## src/rtl/rtc3w_pkg.sv

```systemverilog
package rtc3w_pkg;

   typedef enum logic [2:0] {
      ST_IDLE,
      ST_WAITRDY,
      ST_GAP,
      ST_SHIFT,
      ST_TURN,
      ST_CAPTURE
   } mst_state_t;

   typedef enum logic [1:0] {
      RW_IDLE,
      RW_POLL,
      RW_PAUSE
   } rw_state_t;

   // width of a counter that must hold values 0 .. n-1
   function automatic int unsigned cnt_w(input int unsigned n);
      return (n < 2) ? 1 : $clog2(n);
   endfunction

endpackage

```

## src/rtl/rtc3w_edge_gen.sv

```systemverilog
module rtc3w_edge_gen
   import rtc3w_pkg::*;
#(
   parameter int unsigned HALF_CYC = 250
) (
   input  logic clk,
   input  logic rst_n,
   input  logic start,
   output logic sclk,
   output logic done
);
   localparam int unsigned CW = cnt_w(2 * HALF_CYC);

   logic          active;
   logic [CW-1:0] cnt;

   always_ff @(posedge clk or negedge rst_n) begin
      if (!rst_n) begin
         active <= 1'b0;
         cnt    <= '0;
         done   <= 1'b0;
      end else begin
         done <= 1'b0;
         if (start && !active) begin
            active <= 1'b1;
            cnt    <= '0;
         end else if (active) begin
            if (cnt == CW'(2 * HALF_CYC - 1)) begin
               active <= 1'b0;
               done   <= 1'b1;
            end else begin
               cnt <= cnt + 1'b1;
            end
         end
      end
   end

   // low half first, then high half
   assign sclk = active && (cnt >= CW'(HALF_CYC));

endmodule

```

## src/rtl/rtc3w_ready_wait.sv

```systemverilog
module rtc3w_ready_wait
   import rtc3w_pkg::*;
#(
   parameter int unsigned POLL_LIMIT    = 40000,
   parameter int unsigned READY_RETRIES = 3,
   parameter int unsigned PAUSE_CYC     = 5000
) (
   input  logic clk,
   input  logic rst_n,
   input  logic start,
   input  logic ready,
   output logic ok,
   output logic fail,
   output logic rearm
);
   localparam int unsigned PW = cnt_w(POLL_LIMIT);
   localparam int unsigned RW = cnt_w(READY_RETRIES + 1);
   localparam int unsigned GW = cnt_w(PAUSE_CYC);

   rw_state_t     st;
   logic [PW-1:0] poll_cnt;
   logic [RW-1:0] retry_cnt;
   logic [GW-1:0] pause_cnt;

   always_ff @(posedge clk or negedge rst_n) begin
      if (!rst_n) begin
         st        <= RW_IDLE;
         poll_cnt  <= '0;
         retry_cnt <= '0;
         pause_cnt <= '0;
         ok        <= 1'b0;
         fail      <= 1'b0;
         rearm     <= 1'b0;
      end else begin
         ok    <= 1'b0;
         fail  <= 1'b0;
         rearm <= 1'b0;
         case (st)
            RW_IDLE: begin
               if (start) begin
                  st        <= RW_POLL;
                  poll_cnt  <= '0;
                  retry_cnt <= '0;
               end
            end
            RW_POLL: begin
               if (ready) begin
                  ok <= 1'b1;
                  st <= RW_IDLE;
               end else if (poll_cnt == PW'(POLL_LIMIT - 1)) begin
                  if (retry_cnt == RW'(READY_RETRIES)) begin
                     fail <= 1'b1;
                     st   <= RW_IDLE;
                  end else begin
                     retry_cnt <= retry_cnt + 1'b1;
                     rearm     <= 1'b1;
                     pause_cnt <= '0;
                     st        <= RW_PAUSE;
                  end
               end else begin
                  poll_cnt <= poll_cnt + 1'b1;
               end
            end
            RW_PAUSE: begin
               if (pause_cnt == GW'(PAUSE_CYC - 1)) begin
                  poll_cnt <= '0;
                  st       <= RW_POLL;
               end else begin
                  pause_cnt <= pause_cnt + 1'b1;
               end
            end
            default: st <= RW_IDLE;
         endcase
      end
   end

endmodule

```

## src/rtl/rtc3w_master.sv

```systemverilog
module rtc3w_master
   import rtc3w_pkg::*;
#(
   parameter int unsigned ADDR_W        = 3,
   parameter int unsigned DATA_W        = 32,
   parameter int unsigned HALF_CYC      = 250,
   parameter int unsigned POLL_LIMIT    = 40000,
   parameter int unsigned READY_RETRIES = 3,
   parameter int unsigned PAUSE_CYC     = 5000,
   parameter int unsigned INIT_RETRIES  = 3,
   parameter int unsigned RESET_ROUNDS  = 3
) (
   input  logic              clk,
   input  logic              rst_n,
   input  logic              req_valid,
   input  logic              req_write,
   input  logic [ADDR_W-1:0] req_addr,
   input  logic [DATA_W-1:0] req_wdata,
   output logic              req_reject,
   output logic              rsp_done,
   output logic              rsp_err,
   output logic [DATA_W-1:0] rsp_rdata,
   output logic              link_en,
   output logic              link_clk,
   output logic              link_dout,
   input  logic              link_din,
   input  logic              link_ready,
   output logic              ready_rearm,
   output logic              reset_req
);
   localparam int unsigned FRAME_W = DATA_W + ADDR_W;
   localparam int unsigned BW      = cnt_w(FRAME_W + 1);
   localparam int unsigned FW      = cnt_w(INIT_RETRIES + 1);
   localparam int unsigned NW      = cnt_w(RESET_ROUNDS + 1);
   localparam int unsigned GW      = cnt_w(PAUSE_CYC);

   mst_state_t         state;
   logic [FRAME_W-1:0] tx_sr;
   logic [DATA_W-1:0]  rx_sr;
   logic [BW-1:0]      bits_left;
   logic [FW-1:0]      fail_cnt;
   logic [NW-1:0]      round_cnt;
   logic [GW-1:0]      gap_cnt;
   logic               is_wr;
   logic               en_q;
   logic               dout_q;
   logic               pg_start;
   logic               pg_done;
   logic               rw_start;
   logic               rw_ok;
   logic               rw_fail;

   rtc3w_edge_gen #(
      .HALF_CYC(HALF_CYC)
   ) u_edge (
      .clk  (clk),
      .rst_n(rst_n),
      .start(pg_start),
      .sclk (link_clk),
      .done (pg_done)
   );

   rtc3w_ready_wait #(
      .POLL_LIMIT   (POLL_LIMIT),
      .READY_RETRIES(READY_RETRIES),
      .PAUSE_CYC    (PAUSE_CYC)
   ) u_rdy (
      .clk  (clk),
      .rst_n(rst_n),
      .start(rw_start),
      .ready(link_ready),
      .ok   (rw_ok),
      .fail (rw_fail),
      .rearm(ready_rearm)
   );

   always_ff @(posedge clk or negedge rst_n) begin
      if (!rst_n) begin
         state      <= ST_IDLE;
         tx_sr      <= '0;
         rx_sr      <= '0;
         bits_left  <= '0;
         fail_cnt   <= '0;
         round_cnt  <= '0;
         gap_cnt    <= '0;
         is_wr      <= 1'b0;
         en_q       <= 1'b0;
         dout_q     <= 1'b0;
         pg_start   <= 1'b0;
         rw_start   <= 1'b0;
         rsp_done   <= 1'b0;
         rsp_err    <= 1'b0;
         reset_req  <= 1'b0;
         req_reject <= 1'b0;
      end else begin
         pg_start   <= 1'b0;
         rw_start   <= 1'b0;
         rsp_done   <= 1'b0;
         rsp_err    <= 1'b0;
         reset_req  <= 1'b0;
         req_reject <= req_valid && (state != ST_IDLE);
         case (state)
            ST_IDLE: begin
               if (req_valid) begin
                  is_wr     <= req_write;
                  tx_sr     <= req_write ? {req_wdata, req_addr}
                                         : {req_addr, {DATA_W{1'b0}}};
                  bits_left <= req_write ? BW'(FRAME_W) : BW'(ADDR_W);
                  fail_cnt  <= '0;
                  round_cnt <= '0;
                  en_q      <= 1'b0;
                  dout_q    <= 1'b0;
                  rw_start  <= 1'b1;
                  state     <= ST_WAITRDY;
               end
            end
            ST_WAITRDY: begin
               if (rw_ok) begin
                  en_q     <= 1'b1;
                  dout_q   <= tx_sr[FRAME_W-1];
                  pg_start <= 1'b1;
                  state    <= ST_SHIFT;
               end else if (rw_fail) begin
                  gap_cnt <= '0;
                  if (fail_cnt == FW'(INIT_RETRIES)) begin
                     fail_cnt <= '0;
                     if (round_cnt == NW'(RESET_ROUNDS)) begin
                        rsp_done <= 1'b1;
                        rsp_err  <= 1'b1;
                        state    <= ST_IDLE;
                     end else begin
                        round_cnt <= round_cnt + 1'b1;
                        reset_req <= 1'b1;
                        state     <= ST_GAP;
                     end
                  end else begin
                     fail_cnt <= fail_cnt + 1'b1;
                     state    <= ST_GAP;
                  end
               end
            end
            ST_GAP: begin
               if (gap_cnt == GW'(PAUSE_CYC - 1)) begin
                  rw_start <= 1'b1;
                  state    <= ST_WAITRDY;
               end else begin
                  gap_cnt <= gap_cnt + 1'b1;
               end
            end
            ST_SHIFT: begin
               if (pg_done) begin
                  pg_start <= 1'b1;
                  if (bits_left == BW'(1)) begin
                     en_q   <= 1'b0;
                     dout_q <= is_wr;
                     state  <= ST_TURN;
                  end else begin
                     tx_sr     <= tx_sr << 1;
                     dout_q    <= tx_sr[FRAME_W-2];
                     bits_left <= bits_left - 1'b1;
                  end
               end
            end
            ST_TURN: begin
               if (pg_done) begin
                  dout_q <= 1'b0;
                  if (is_wr) begin
                     rsp_done <= 1'b1;
                     state    <= ST_IDLE;
                  end else begin
                     bits_left <= BW'(DATA_W);
                     pg_start  <= 1'b1;
                     state     <= ST_CAPTURE;
                  end
               end
            end
            ST_CAPTURE: begin
               if (pg_done) begin
                  rx_sr <= {rx_sr[DATA_W-2:0], link_din};
                  if (bits_left == BW'(1)) begin
                     rsp_done <= 1'b1;
                     state    <= ST_IDLE;
                  end else begin
                     bits_left <= bits_left - 1'b1;
                     pg_start  <= 1'b1;
                  end
               end
            end
            default: state <= ST_IDLE;
         endcase
      end
   end

   assign link_en   = en_q;
   assign link_dout = dout_q;
   assign rsp_rdata = rx_sr;

endmodule

```

## config.mk

```make
export PLATFORM = sky130hd
export DESIGN_NAME = rtc3w_master
export DESIGN_NICKNAME = d
export VERILOG_FILES = /design/src/rtl/rtc3w_pkg.sv /design/src/rtl/rtc3w_edge_gen.sv /design/src/rtl/rtc3w_ready_wait.sv /design/src/rtl/rtc3w_master.sv
export SDC_FILE = /design/constraint.sdc
export NUM_CORES = 1
export LEC_CHECK = 0
export BUFFER_PORTS_ARGS = -buffer_cell sky130_fd_sc_hd__buf_2
export CAP_MARGIN = 25
export CORE_UTILIZATION = 45
export CTS_CLUSTER_SIZE = 14
export DETAILED_ROUTE_END_ITERATION = 8
export PLACE_DENSITY = 0.64
export SKIP_CTS_REPAIR_TIMING = 1
export SLEW_MARGIN = 20
export SYNTH_ARGS = -nofsm -noshare
export SYNTH_HDL_FRONTEND = slang
export SYNTH_SLANG_ARGS = --single-unit
```

## constraint.sdc

```tcl
create_clock -name clk -period 6.2 [get_ports clk]
set_input_delay 1.24 -clock clk [delete_from_list [all_inputs] [get_ports clk]]
set_output_delay 1.24 -clock clk [all_outputs]
set_load 0.05 [all_outputs]
```

==> impl_results.md, run 1 <==
* Total leakage power at slightly above 4 nW
* Number of antenna diodes at 0
* Maximum level of the CTS H-tree at 4
* Switching power of the nets at 0.436 mW
* Count of flip-flops with a built-in enable after synthesis at 0
* Number of vias per cell at roughly 5.7
* Wire length per cell at about 15 um
* Count of antenna-violating nets left after detailed routing at 0
* Fin Setup TNS at 0 ns
* Number of nets produced by synthesis at about 810
* Crit share post-route at 49.1%
* Top_reg_cell synth: sky130_fd_sc_hd__dfrtp_1
* Largest net degree at the start of global routing at 84
* Worst IR Drop VDD at roughly 0.19 mV
* Post-synth cell types at 67
* Clock skew after layout at a little over 0.006 ns
* Total of endpoints with negative setup slack in the final report at 0
* RePlAce Congestion at about 0.9
* Vertical extent of the die at 130 um
* First-pass detailed-route iteration total at 5
* RSZ-0062 raised after global routing: false
* Initial core utilization at about 46%
* Cell family contributing the most delay on the critical path: compound AO/OA/AOI/OAI gates
* Combinational cell fraction of total power at about 2.0%
* Cell accounting for the most synthesized area: sky130_fd_sc_hd__dfrtp_1
* Post-Place Cell Area at between 7000 and 8000 sq um
* Sequential fraction of design power at about 46%
* Global-route wire length before repair at between 20 and 30 mm
* Via count of the first global-routing pass at around 5500
* Fraction of the yosys area taken by sequential cells at slightly above 50%
* Kind of start point of the critical path: flip-flop
* Starting DRC count in detailed routing at 364
* CORE AREA at approximately 16000 sq um
* Worst slew pin tran at about 0.84 ns
* Worst slack, placed at 3.47 ns
* Aggregate routed wire length at approximately 16 mm
* Pint at approximately 1.7 mW
* Total design power at roughly 2.1 mW
* Boundary pin count at slightly above 80
* Cells after DPL at 1022
* Kind of path behind the tightest hold check: flip-flop to flip-flop
* Critical-path cell with the highest stage delay: sky130_fd_sc_hd__dfrtp_1
* Critical path type: flip-flop to output port
* Die X at 130 um
* Worst path arrival time at 1.80 ns
* Number of antenna violations at the first check in global routing at 0
* CTS buffer count at 17
* Post-route worst hold slack at ~0.5 ns
* # nets final at roughly 880
* Max-Cap Viols at 0
* Async S/R FF share, synth at 100%
* Number of placement rows at 46
* Ratio of cells with drive above 1 in the final layout at between 20% and 30%
* Total standard cell area after synthesis at roughly 7400 sq um
* Sequence of cells on the critical path: inv_1 > ha_1 > o311a_1 > o21a_1 > buf_2
* GRT Overall Usage at between 10% and 20%
* Total die area at 16900 sq um
* F_max at 329 MHz
* Maximum clock path buffer count at 2
* Ranking of synthesized cells by area: sky130_fd_sc_hd__dfrtp_1 (50%), sky130_fd_sc_hd__mux2_2 (5.9%), sky130_fd_sc_hd__nand2_1 (4.2%)
* Largest fanout on the critical path at 5
* TritonCTS sink count at about 150
* Count of state elements after synthesis at ~150
* Kind of end point of the critical path: output port
* Max-slew headroom at the worst pin at between 40 and 50%
* Final count of hold timing violations at 0
* Result of the run: completed
* Syn avg cell area at roughly 10 sq um
* Clk slew on worst S/H paths at roughly 0.06 ns
* Final non-filler cell area at 8610 sq um
* Sw Ratio at a little over 20%
* Clock latency of the later-clocked register in the worst-skew pair at 0.43 ns
* Fraction of power consumed by the clock network at slightly above 50%
* Shortest period the worst path allows at 3.04 ns
* DRC at 0
* Cells after synthesis at approximately 760
* Cell Pwr Density at around 250 nW/um^2
* Via Count at ~6000
* Post-layout worst setup margin at 3.16 ns
* Total global routing overflow at 0
* Slew Limit Fails at 0
* Critical Path Max Stage Delay at approximately 0.40 ns
* Area delta synth->final at 16.5%
* Clock tree root driver cell: sky130_fd_sc_hd__clkbuf_16
* Syn. warnings at 0
* Crit path buf inv count at 2
* Area share of the leading cell type in the synthesized netlist at between 50 and 60%
* Clock tree from TritonCTS: yes
* Half-perimeter wire length after detailed placement at 10.4 mm
* Worst Path Required at 4.96 ns
* Port bufs at 80
* Final cell count without fillers at about 1100
* Post-layout utilization of the core at between 50% and 60%
-- final cells by class --
type	count	area [sq um]
tap	216	270
clock inverter	10	144
inverter	17	63.8
clock buffer	22	494
sequential	149	3730
fill	1420	7330
multi-input combinational	554	3460
timing repair buffer	86	452
-- worst paths after layout --
path | startpoint | endpoint | slack [ns] | cells after the start
min reg2reg | fail_cnt[0]$_DFFE_PN0P_ | fail_cnt[0]$_DFFE_PN0P_ | 0.50 | 1
min in group asynchronous | rst_n | u_edge.cnt[3]$_DFFE_PN0P_ | 0.85 | 1
max | u_edge.cnt[0]$_DFFE_PN0P_ | link_clk | 3.16 | 5
min | fail_cnt[0]$_DFFE_PN0P_ | fail_cnt[0]$_DFFE_PN0P_ | 0.50 | 1
max in group asynchronous | rst_n | rsp_rdata[24]$_DFFE_PN0P_ | 4.01 | 2
max reg2reg | state[2]$_DFFE_PN0P_ | bits_left[5]$_DFFE_PN0P_ | 3.60 | 6
-- synth_stat cells, drive strengths merged, types with 15 or more instances --
master	n
mux2	39
nand4	15
dfrtp	149
nand3	61
nor2	83
inv	16
a31oi	48
o21ai	39
clkbuf	23
a21oi	29
nand2	83
-- power by group through the flow --
stage          Combinational (mW)  Sequential, mW  Clock [mW]
2_1_floorplan             0.00569           0.994           0
3_3_place_gp               0.0432           0.991           0
3_5_place_dp               0.0442           0.991           0
4_1_cts                    0.0443           0.973        1.12
5_1_grt                    0.0491           0.973        1.16
6_report                   0.0420           0.974        1.09
-- cell families (layout without fill, tap and decap cells) --
family | count (synthesis) | in the layout | synth area share, %
buffers and inverters | 54 | 135 | 3.06
xor gates and xnor gates | 15 | 15 | 1.78
DFF | 149 | 149 | 50.4
muxes | 50 | 50 | 7.43
AOI/OAI and AO/OA | 154 | 154 | 13.4
adders and majority gates | 10 | 10 | 1.69
and+or+nand+nor | 325 | 325 | 22.2
-- metal layers --
layer | vias to the layer above | GRT usage (%) | routed length [um]
li1 | 2868 | - | -
met3 | 24 | 5.54 | 763
met4 | 0 | 6.36 | 182
met1 | 2936 | 25.7 | 7280
met5 | - | 0 | 0
met2 | 152 | 31.5 | 7550
-- cells in the final DEF, fill, tap and decap left out, drive strengths merged, types with 4 or more instances in the layout --
master	instances
nor4b	6
nand2b	10
a21oi	29
o31ai	10
nand4	15
a31oi	48
dfrtp	149
nor2b	6
xor2	14
a22o	4
clkbuf	22
and4	5
nand2	83
buf	86
a211o	4
nor2	83
and2	4
ha	10
inv	17
mux2	39
mux2i	11
o21ai	39
clkinv	4
or3	6
nor3	14
and3	12
nand3	61
-- flip-flops by register name, indices dropped and copies added (netlist names), 2 cells and up --
register and cells:
round_cnt 2, u_rdy.poll_cnt 16, u_edge.cnt 9, bits_left 6, fail_cnt 2, tx_sr 35, gap_cnt 13, state 3
u_rdy.st 2, u_rdy.retry_cnt 2, rsp_rdata 32, u_rdy.pause_cnt 13
Note: power is estimated with default switching activity, not from simulation.
==> run 2: changes to the inputs <==
==> constraint.sdc (replaced) <==
create_clock -name clk -period 2.97 [get_ports clk]
set_input_delay 0.594 -clock clk [delete_from_list [all_inputs] [get_ports clk]]
set_output_delay 0.594 -clock clk [all_outputs]
set_load 0.05 [all_outputs]
==> impl_results.md, run 2 (synthesis results as in run 1) <==
* Result of the run: completed
* TritonCTS sink count at 149 (unchanged)
* Clock latency of the later-clocked register in the worst-skew pair at 0.42 ns (about the same)
* Ratio of cells with drive above 1 in the final layout at 21.8% (-0.13 points)
* Flip-flop count of the largest register, all copies and words added at 35 (unchanged)
* Via Count at 5972 (-0.13%)
* Number of placement rows at 46 (unchanged)
* Maximum clock path buffer count at 2 (unchanged)
* Number of antenna violations at the first check in global routing at 0 (unchanged)
* Final count of hold timing violations at 0 (unchanged)
* Clock tree from TritonCTS: yes
* Maximum level of the CTS H-tree at 4 (unchanged)
* Post-Place Cell Area at 8020 sq um (+0.63%)
* Most used cells in the layout excluding fill and tap cells: sky130_fd_sc_hd__dfrtp_1 (149), sky130_fd_sc_hd__nand2_1 (83), sky130_fd_sc_hd__nor2_1 (82), sky130_fd_sc_hd__buf_2 (79), sky130_fd_sc_hd__nand3_1 (61)
* Number of vias per cell at 5.64 (-0.61%)
* Total of endpoints with negative setup slack in the final report at 0 (unchanged)
* Critical path type: flip-flop to output port
* Aggregate routed wire length at 16.0 mm (+1.3%)
* Final cell count without fillers at 1059 (+0.47%)
* First-pass detailed-route iteration total at 6 (+1)
* GRT Overall Usage at 20.0% (+0.39 points)
* Worst IR Drop VDD at 0.438 mV (+130%)
* Number of antenna diodes at 0 (unchanged)
* # nets final at 881 (+0.57%)
* Fin Setup TNS at 0 ns (unchanged)
* Count of antenna-violating nets left after detailed routing at 0 (unchanged)
* Starting DRC count in detailed routing at 405 (+11%)
* Half-perimeter wire length after detailed placement at 10.9 mm (+4.5%)
* Largest reg by FF count: tx_sr
* Final non-filler cell area at 8620 sq um (about the same)
* Largest fanout on the critical path at 5 (unchanged)
* DRC at 0 (unchanged)
* Cells after DPL at 1027 (+0.49%)
* Clk slew on worst S/H paths at 0.06 ns (about the same)
* Total die area at 16900 sq um (unchanged)
* Register-to-register setup slack at 0.70 ns (-2.90 ns)
* Port bufs at 80 (unchanged)
* Worst path arrival time at 1.80 ns (about the same)
* Boundary pin count at 81 (unchanged)
* Kind of path behind the tightest hold check: input pin to async pin
* F_max at between 400 and 500 MHz
* RePlAce Congestion at 0.847 (-5.1%)
* Slew Limit Fails at 0 (unchanged)
* CTS buffer count at 17 (unchanged)
* Max-Cap Viols at 0 (unchanged)
* Global-route wire length before repair at 26.8 mm (+2.2%)
* Vertical extent of the die at 130 um (unchanged)
* Clock tree root driver cell: sky130_fd_sc_hd__clkbuf_16
* Kind of end point of the critical path: output port
* Clock skew after layout at 0.00771 ns (+0.00152 ns)
* Largest net degree at the start of global routing at 76 (-9.5%)
* Cell Pwr Density at 497 nW/um^2 (+100%)
* Max-slew headroom at the worst pin at 53.8% (+9.9 points)
* RSZ-0062 raised after global routing: false
* Crit share post-route at between 80% and 90%
* Total global routing overflow at 0 (unchanged)
* Total design power at 4.28 mW (+100%)
* Via count of the first global-routing pass at 5585 (+1.1%)
* Most common library cell in the layout ignoring fill and taps: sky130_fd_sc_hd__dfrtp_1
* CORE AREA at 15900 sq um (unchanged)
* Total leakage power at 4.06 nW (+0.17%)
* Wire length per cell at 15.1 um (+0.85%)
* Worst slew pin tran at 0.692 ns (-0.149 ns)
* Kind of start point of the critical path: flip-flop
* Initial core utilization at 46.4% (unchanged)
* Die X at 130 um (unchanged)
* Area delta synth->final at 16.6% (about the same)
* Shortest period the worst path allows at roughly 2.4 ns
* Worst Path Required at 2.38 ns (-2.58 ns)
[run 2: cell count changes in the layout (fill, tap and decap cells not counted), sizes merged]
cell / before / now
clkbuf: 22 / 24
inv: 17 / 16
buf: 86 / 91
clkinvlp: 3 / 2
[run 2: power breakdown]
part / switching (mW) / total, mW / internal, mW
clock network: 0.792 / 2.16 / 1.36
logic: 0.0649 / 0.0934 / 0.0285
registers: 0.000583 / 2.03 / 2.03
[run 2: routing by layer]
layer | part of all wire, % | vias to the layer above | track usage, %
met5 | 0 | - | 0
met4 | 1.4 | 0 | 7.46
met3 | 4.9 | 24 | 4.80
met2 | 49 | 149 | 32.6
met1 | 45 | 2919 | 25.9
li1 | - | 2880 | -
[run 2: area by class of cell]
cell class,count,area [sq um]
fill,1423,7330
tap,216,270
clock buffer,24,472
multi-input combinational,554,3460
sequential,149,3730
timing repair buffer,91,502
inverter,17,63.8
clock inverter,8,124
[run 2: stage by stage]
step | setup WS [ns] | hold slack (ns) | util [%]
5_1_grt | 0.521 | 0.228 | 54.0
6_report | 0.573 | 0.179 | 54.0
3_3_place_gp | 0.833 | 0.468 | 50.3
3_5_place_dp | 0.757 | 0.481 | 50.3
2_1_floorplan | 0.987 | 0.298 | -
4_1_cts | 0.547 | 0.215 | 54.0
[run 2: worst max-delay path: stages, from the launching register on]
cell,delay [ns]
sky130_fd_sc_hd__dfrtp_1,0.39
sky130_fd_sc_hd__inv_1,0.06
sky130_fd_sc_hd__ha_1,0.20
sky130_fd_sc_hd__o311a_1,0.35
sky130_fd_sc_hd__o21a_1,0.17
sky130_fd_sc_hd__buf_2,0.21
[run 2: path summary, 6_finish.rpt]
kind	end	cells past startpoint	startpoint
worst min register to register	round_cnt[0]$_DFFE_PN0P_	1	round_cnt[0]$_DFFE_PN0P_
worst max register to register	gap_cnt[11]$_DFFE_PN0P_	5	state[1]$_DFFE_PN0P_
max in group asynchronous	bits_left[5]$_DFFE_PN0P_	2	rst_n
min in group clk	rsp_rdata[0]$_DFFE_PN0P_	2	link_din
worst min-delay path	rsp_rdata[5]$_DFFE_PN0P_	1	rst_n
worst max-delay path	link_clk	5	u_edge.cnt[0]$_DFFE_PN0P_
==> run 3: changes to the inputs <==
--- a/config.mk
+++ b/config.mk
@@ -5,12 +5,13 @@
 export SDC_FILE = /design/constraint.sdc
 export NUM_CORES = 1
 export LEC_CHECK = 0
+export ABC_AREA = 1
 export BUFFER_PORTS_ARGS = -buffer_cell sky130_fd_sc_hd__buf_2
 export CAP_MARGIN = 25
 export CORE_UTILIZATION = 45
 export CTS_CLUSTER_SIZE = 14
 export DETAILED_ROUTE_END_ITERATION = 8
-export PLACE_DENSITY = 0.64
+export PLACE_DENSITY = 0.66
 export SKIP_CTS_REPAIR_TIMING = 1
 export SLEW_MARGIN = 20
 export SYNTH_ARGS = -nofsm -noshare
==> constraint.sdc (replaced) <==
create_clock -name clk -period 2.1 [get_ports clk]
set_input_delay 0.42 -clock clk [delete_from_list [all_inputs] [get_ports clk]]
set_output_delay 0.42 -clock clk [all_outputs]
set_load 0.05 [all_outputs]
==> impl_results.md, run 3 <==
* Result of the run: completed
* Number of antenna violations at the first check in global routing at 0 (unchanged)
* Most used standard cells in the synthesized netlist: sky130_fd_sc_hd__nand2_1 (286), sky130_fd_sc_hd__dfrtp_1 (149), sky130_fd_sc_hd__nor2_1 (93)
* Count of state elements after synthesis at 149 (unchanged)
* Final count of hold timing violations at 0 (unchanged)
* Number of vias per cell at 5.06 (-10%)
* Maximum level of the CTS H-tree at 4 (unchanged)
* Most frequent cell after synthesis: sky130_fd_sc_hd__nand2_1
* Die X at 134 um (+2.9%)
* Largest net degree at the start of global routing at 51 (-33%)
* Post-synth cell types at 39 (-42%)
* Shortest period the worst path allows at 2.04 ns
* Post-Place Cell Area at 8550 sq um (+6.7%)
* Flip-flop count of the largest register, all copies and words added at 35 (unchanged)
* Vertical extent of the die at 134 um (+2.9%)
* Sequence of cells on the critical path: nand2_1 > nor2_2 > o311ai_2 > a21oi_1 > buf_4
* F_max at 490 MHz
* Fraction of the yosys area taken by sequential cells at 47.6% (-2.9 points)
* Area share of the leading cell type in the synthesized netlist at 47.6% (-2.9 points)
* RePlAce Congestion at 0.913 (+7.7%)
* Ratio of cells with drive above 1 in the final layout at 21.2% (-0.58 points)
* Total leakage power at 4.58 nW (+13%)
* Clock latency of the later-clocked register in the worst-skew pair at 0.42 ns (about the same)
* Top_reg_cell synth: sky130_fd_sc_hd__dfrtp_1
* Total of endpoints with negative setup slack in the final report at 0 (unchanged)
* Largest fanout on the critical path at 5 (unchanged)
* Largest reg by FF count: tx_sr
* Worst Path Required at 1.68 ns (-0.70 ns)
* Count of flip-flops with a built-in enable after synthesis at 0 (unchanged)
* Aggregate routed wire length at 16.5 mm (+3.5%)
* Number of antenna diodes at 0 (unchanged)
* Critical Path Max Stage Delay at 0.41 ns (+0.02 ns)
* Total standard cell area after synthesis at 7840 sq um (+6.0%)
* Count of antenna-violating nets left after detailed routing at 0 (unchanged)
* Total die area at 17900 sq um (+5.9%)
* Post-route worst hold slack at 0.227 ns (+0.0482 ns)
* Clk slew on worst S/H paths at 0.06 ns (about the same)
* Initial core utilization at 46.6% (+0.24 points)
* Via Count at 6478 (+8.5%)
* Area delta synth->final at 17.0%
* Final non-filler cell area at 9170 sq um (+6.4%)
* Via count of the first global-routing pass at 6166 (+10%)
* Worst slew pin tran at 0.487 ns (-0.206 ns)
* Clock tree from TritonCTS: yes
* # nets final at 1097 (+25%)
* TritonCTS sink count at 149 (unchanged)
* Kind of path behind the tightest hold check: input pin to flip-flop
* Slew Limit Fails at 0 (unchanged)
* Kind of end point of the critical path: output port
* Global-route wire length before repair at 28.4 mm (+5.8%)
* RSZ-0062 raised after global routing: true
* Most used cells in the layout excluding fill and tap cells: sky130_fd_sc_hd__nand2_1 (286), sky130_fd_sc_hd__dfrtp_1 (147), sky130_fd_sc_hd__nor2_1 (92), sky130_fd_sc_hd__inv_1 (80), sky130_fd_sc_hd__buf_2 (78)
* Crit path buf inv count at 1 (-1)
* Syn. warnings at 0 (unchanged)
* Syn avg cell area at 8.27 sq um (-15%)
* Wire length per cell at 12.9 um (-14%)
* Crit share post-route at a little over nine tenths
* Max-slew headroom at the worst pin at 67.4% (+14 points)
* Async S/R FF share, synth at 100% (unchanged)
* Cell accounting for the most synthesized area: sky130_fd_sc_hd__dfrtp_1
* Maximum clock path buffer count at 2 (unchanged)
* CTS buffer count at 17 (unchanged)
* Port bufs at 80 (unchanged)
* Total global routing overflow at 0 (unchanged)
* Ranking of synthesized cells by area: sky130_fd_sc_hd__dfrtp_1 (48%), sky130_fd_sc_hd__nand2_1 (14%), sky130_fd_sc_hd__nor2_1 (4.5%)
* Half-perimeter wire length after detailed placement at 11.8 mm (+8.2%)
* Number of placement rows at 47 (+2.2%)
* CORE AREA at 16800 sq um (+5.5%)
* Boundary pin count at 81 (unchanged)
* Max-Cap Viols at 0 (unchanged)
* Cell family contributing the most delay on the critical path: flip-flops
* Worst IR Drop VDD at 0.813 mV (+86%)
* Critical-path cell with the highest stage delay: sky130_fd_sc_hd__dfrtp_2
* Most common library cell in the layout ignoring fill and taps: sky130_fd_sc_hd__nand2_1
* GRT Overall Usage at 19.5% (-0.51 points)
* Cells after synthesis at 948 (+25%)
* Kind of start point of the critical path: flip-flop
* Post-layout utilization of the core at 54.5% (+0.47 points)
* DRC at 0 (unchanged)
* Critical path type: flip-flop to output port
* Cell Pwr Density at 988 nW/um^2 (+99%)
* Clock skew after layout at 0.00776 ns (+0.0000498 ns)
* Worst path arrival time at 1.62 ns (-0.18 ns)
* Clock tree root driver cell: sky130_fd_sc_hd__clkbuf_16
* Number of nets produced by synthesis at 999 (+24%)
* First-pass detailed-route iteration total at 5 (-1)
* Starting DRC count in detailed routing at 405 (unchanged)
[run 3: layer usage]
layer | wire [um] | track usage [%] | share of wire, % | vias up
met5 | 0 | 0 | 0 | -
met4 | 238 | 6.00 | 1.4 | 0
met3 | 583 | 4.42 | 3.5 | 19
met2 | 7730 | 31.9 | 47 | 109
met1 | 7990 | 25.7 | 48 | 3034
li1 | - | - | - | 3316
[run 3: power by group]
part / switching [mW] / leakage (nW) / internal, mW
clock network: 1.29 / 0.271 / 1.58
logic: 1.70 / 2.34 / 0.910
registers: 0.294 / 1.97 / 3.29
[run 3: final timing paths]
path	to	slack (ns)	cells after the start	from
setup reg to reg	u_rdy.pause_cnt[11]$_DFFE_PN0P_	0.24	8	u_rdy.poll_cnt[0]$_DFFE_PN0P_
hold / removal	rsp_rdata[0]$_DFFE_PN0P_	0.23	2	link_din
min in group asynchronous	u_edge.cnt[3]$_DFFE_PN0P_	0.50	2	rst_n
max in group asynchronous	tx_sr[4]$_DFFE_PN0P_	0.96	3	rst_n
setup / recovery	link_clk	0.06	5	u_edge.cnt[3]$_DFFE_PN0P_
hold reg to reg	rsp_rdata[31]$_DFFE_PN0P_	0.48	2	rsp_rdata[31]$_DFFE_PN0P_
[run 3: final cells by class]
cell class                 count  area, sq um
timing repair buffer         100          637
fill                        1558         7650
inverter                      85          327
sequential                   149         3730
clock buffer                  18          439
clock inverter                14          115
multi-input combinational    693         3640
tap                          220          275
[run 3: logic make-up (layout without fill, tap and decap cells)]
kind of cell             count (synthesis)  count (layout)  share of synthesized area, %
AO/OA/AOI/OAI                          141             141                          12.0
XOR/XNOR                                10              10                          1.12
adder cells (fa/ha/maj)                 10              10                          1.60
buffers and inverters                  106             217                          6.21
flip-flops                             149             149                          47.6
multiplexers                            28              28                          4.02
AND/OR/NAND/NOR                        504             504                          27.4
[run 3: stage by stage]
step / cells / TNS, ns / setup slack [ns] / power (mW)
after floorplan: 948 / 0 / 0.173 / 5.64
after global placement: 1243 / 0 / 0.276 / 6.18
after detailed placement: 1243 / 0 / 0.250 / 6.24
after CTS: 1275 / -0.108 / -0.108 / 9.16
after global routing: 1279 / -0.0137 / -0.0137 / 9.67
final: 1279 / 0 / 0.0577 / 9.06
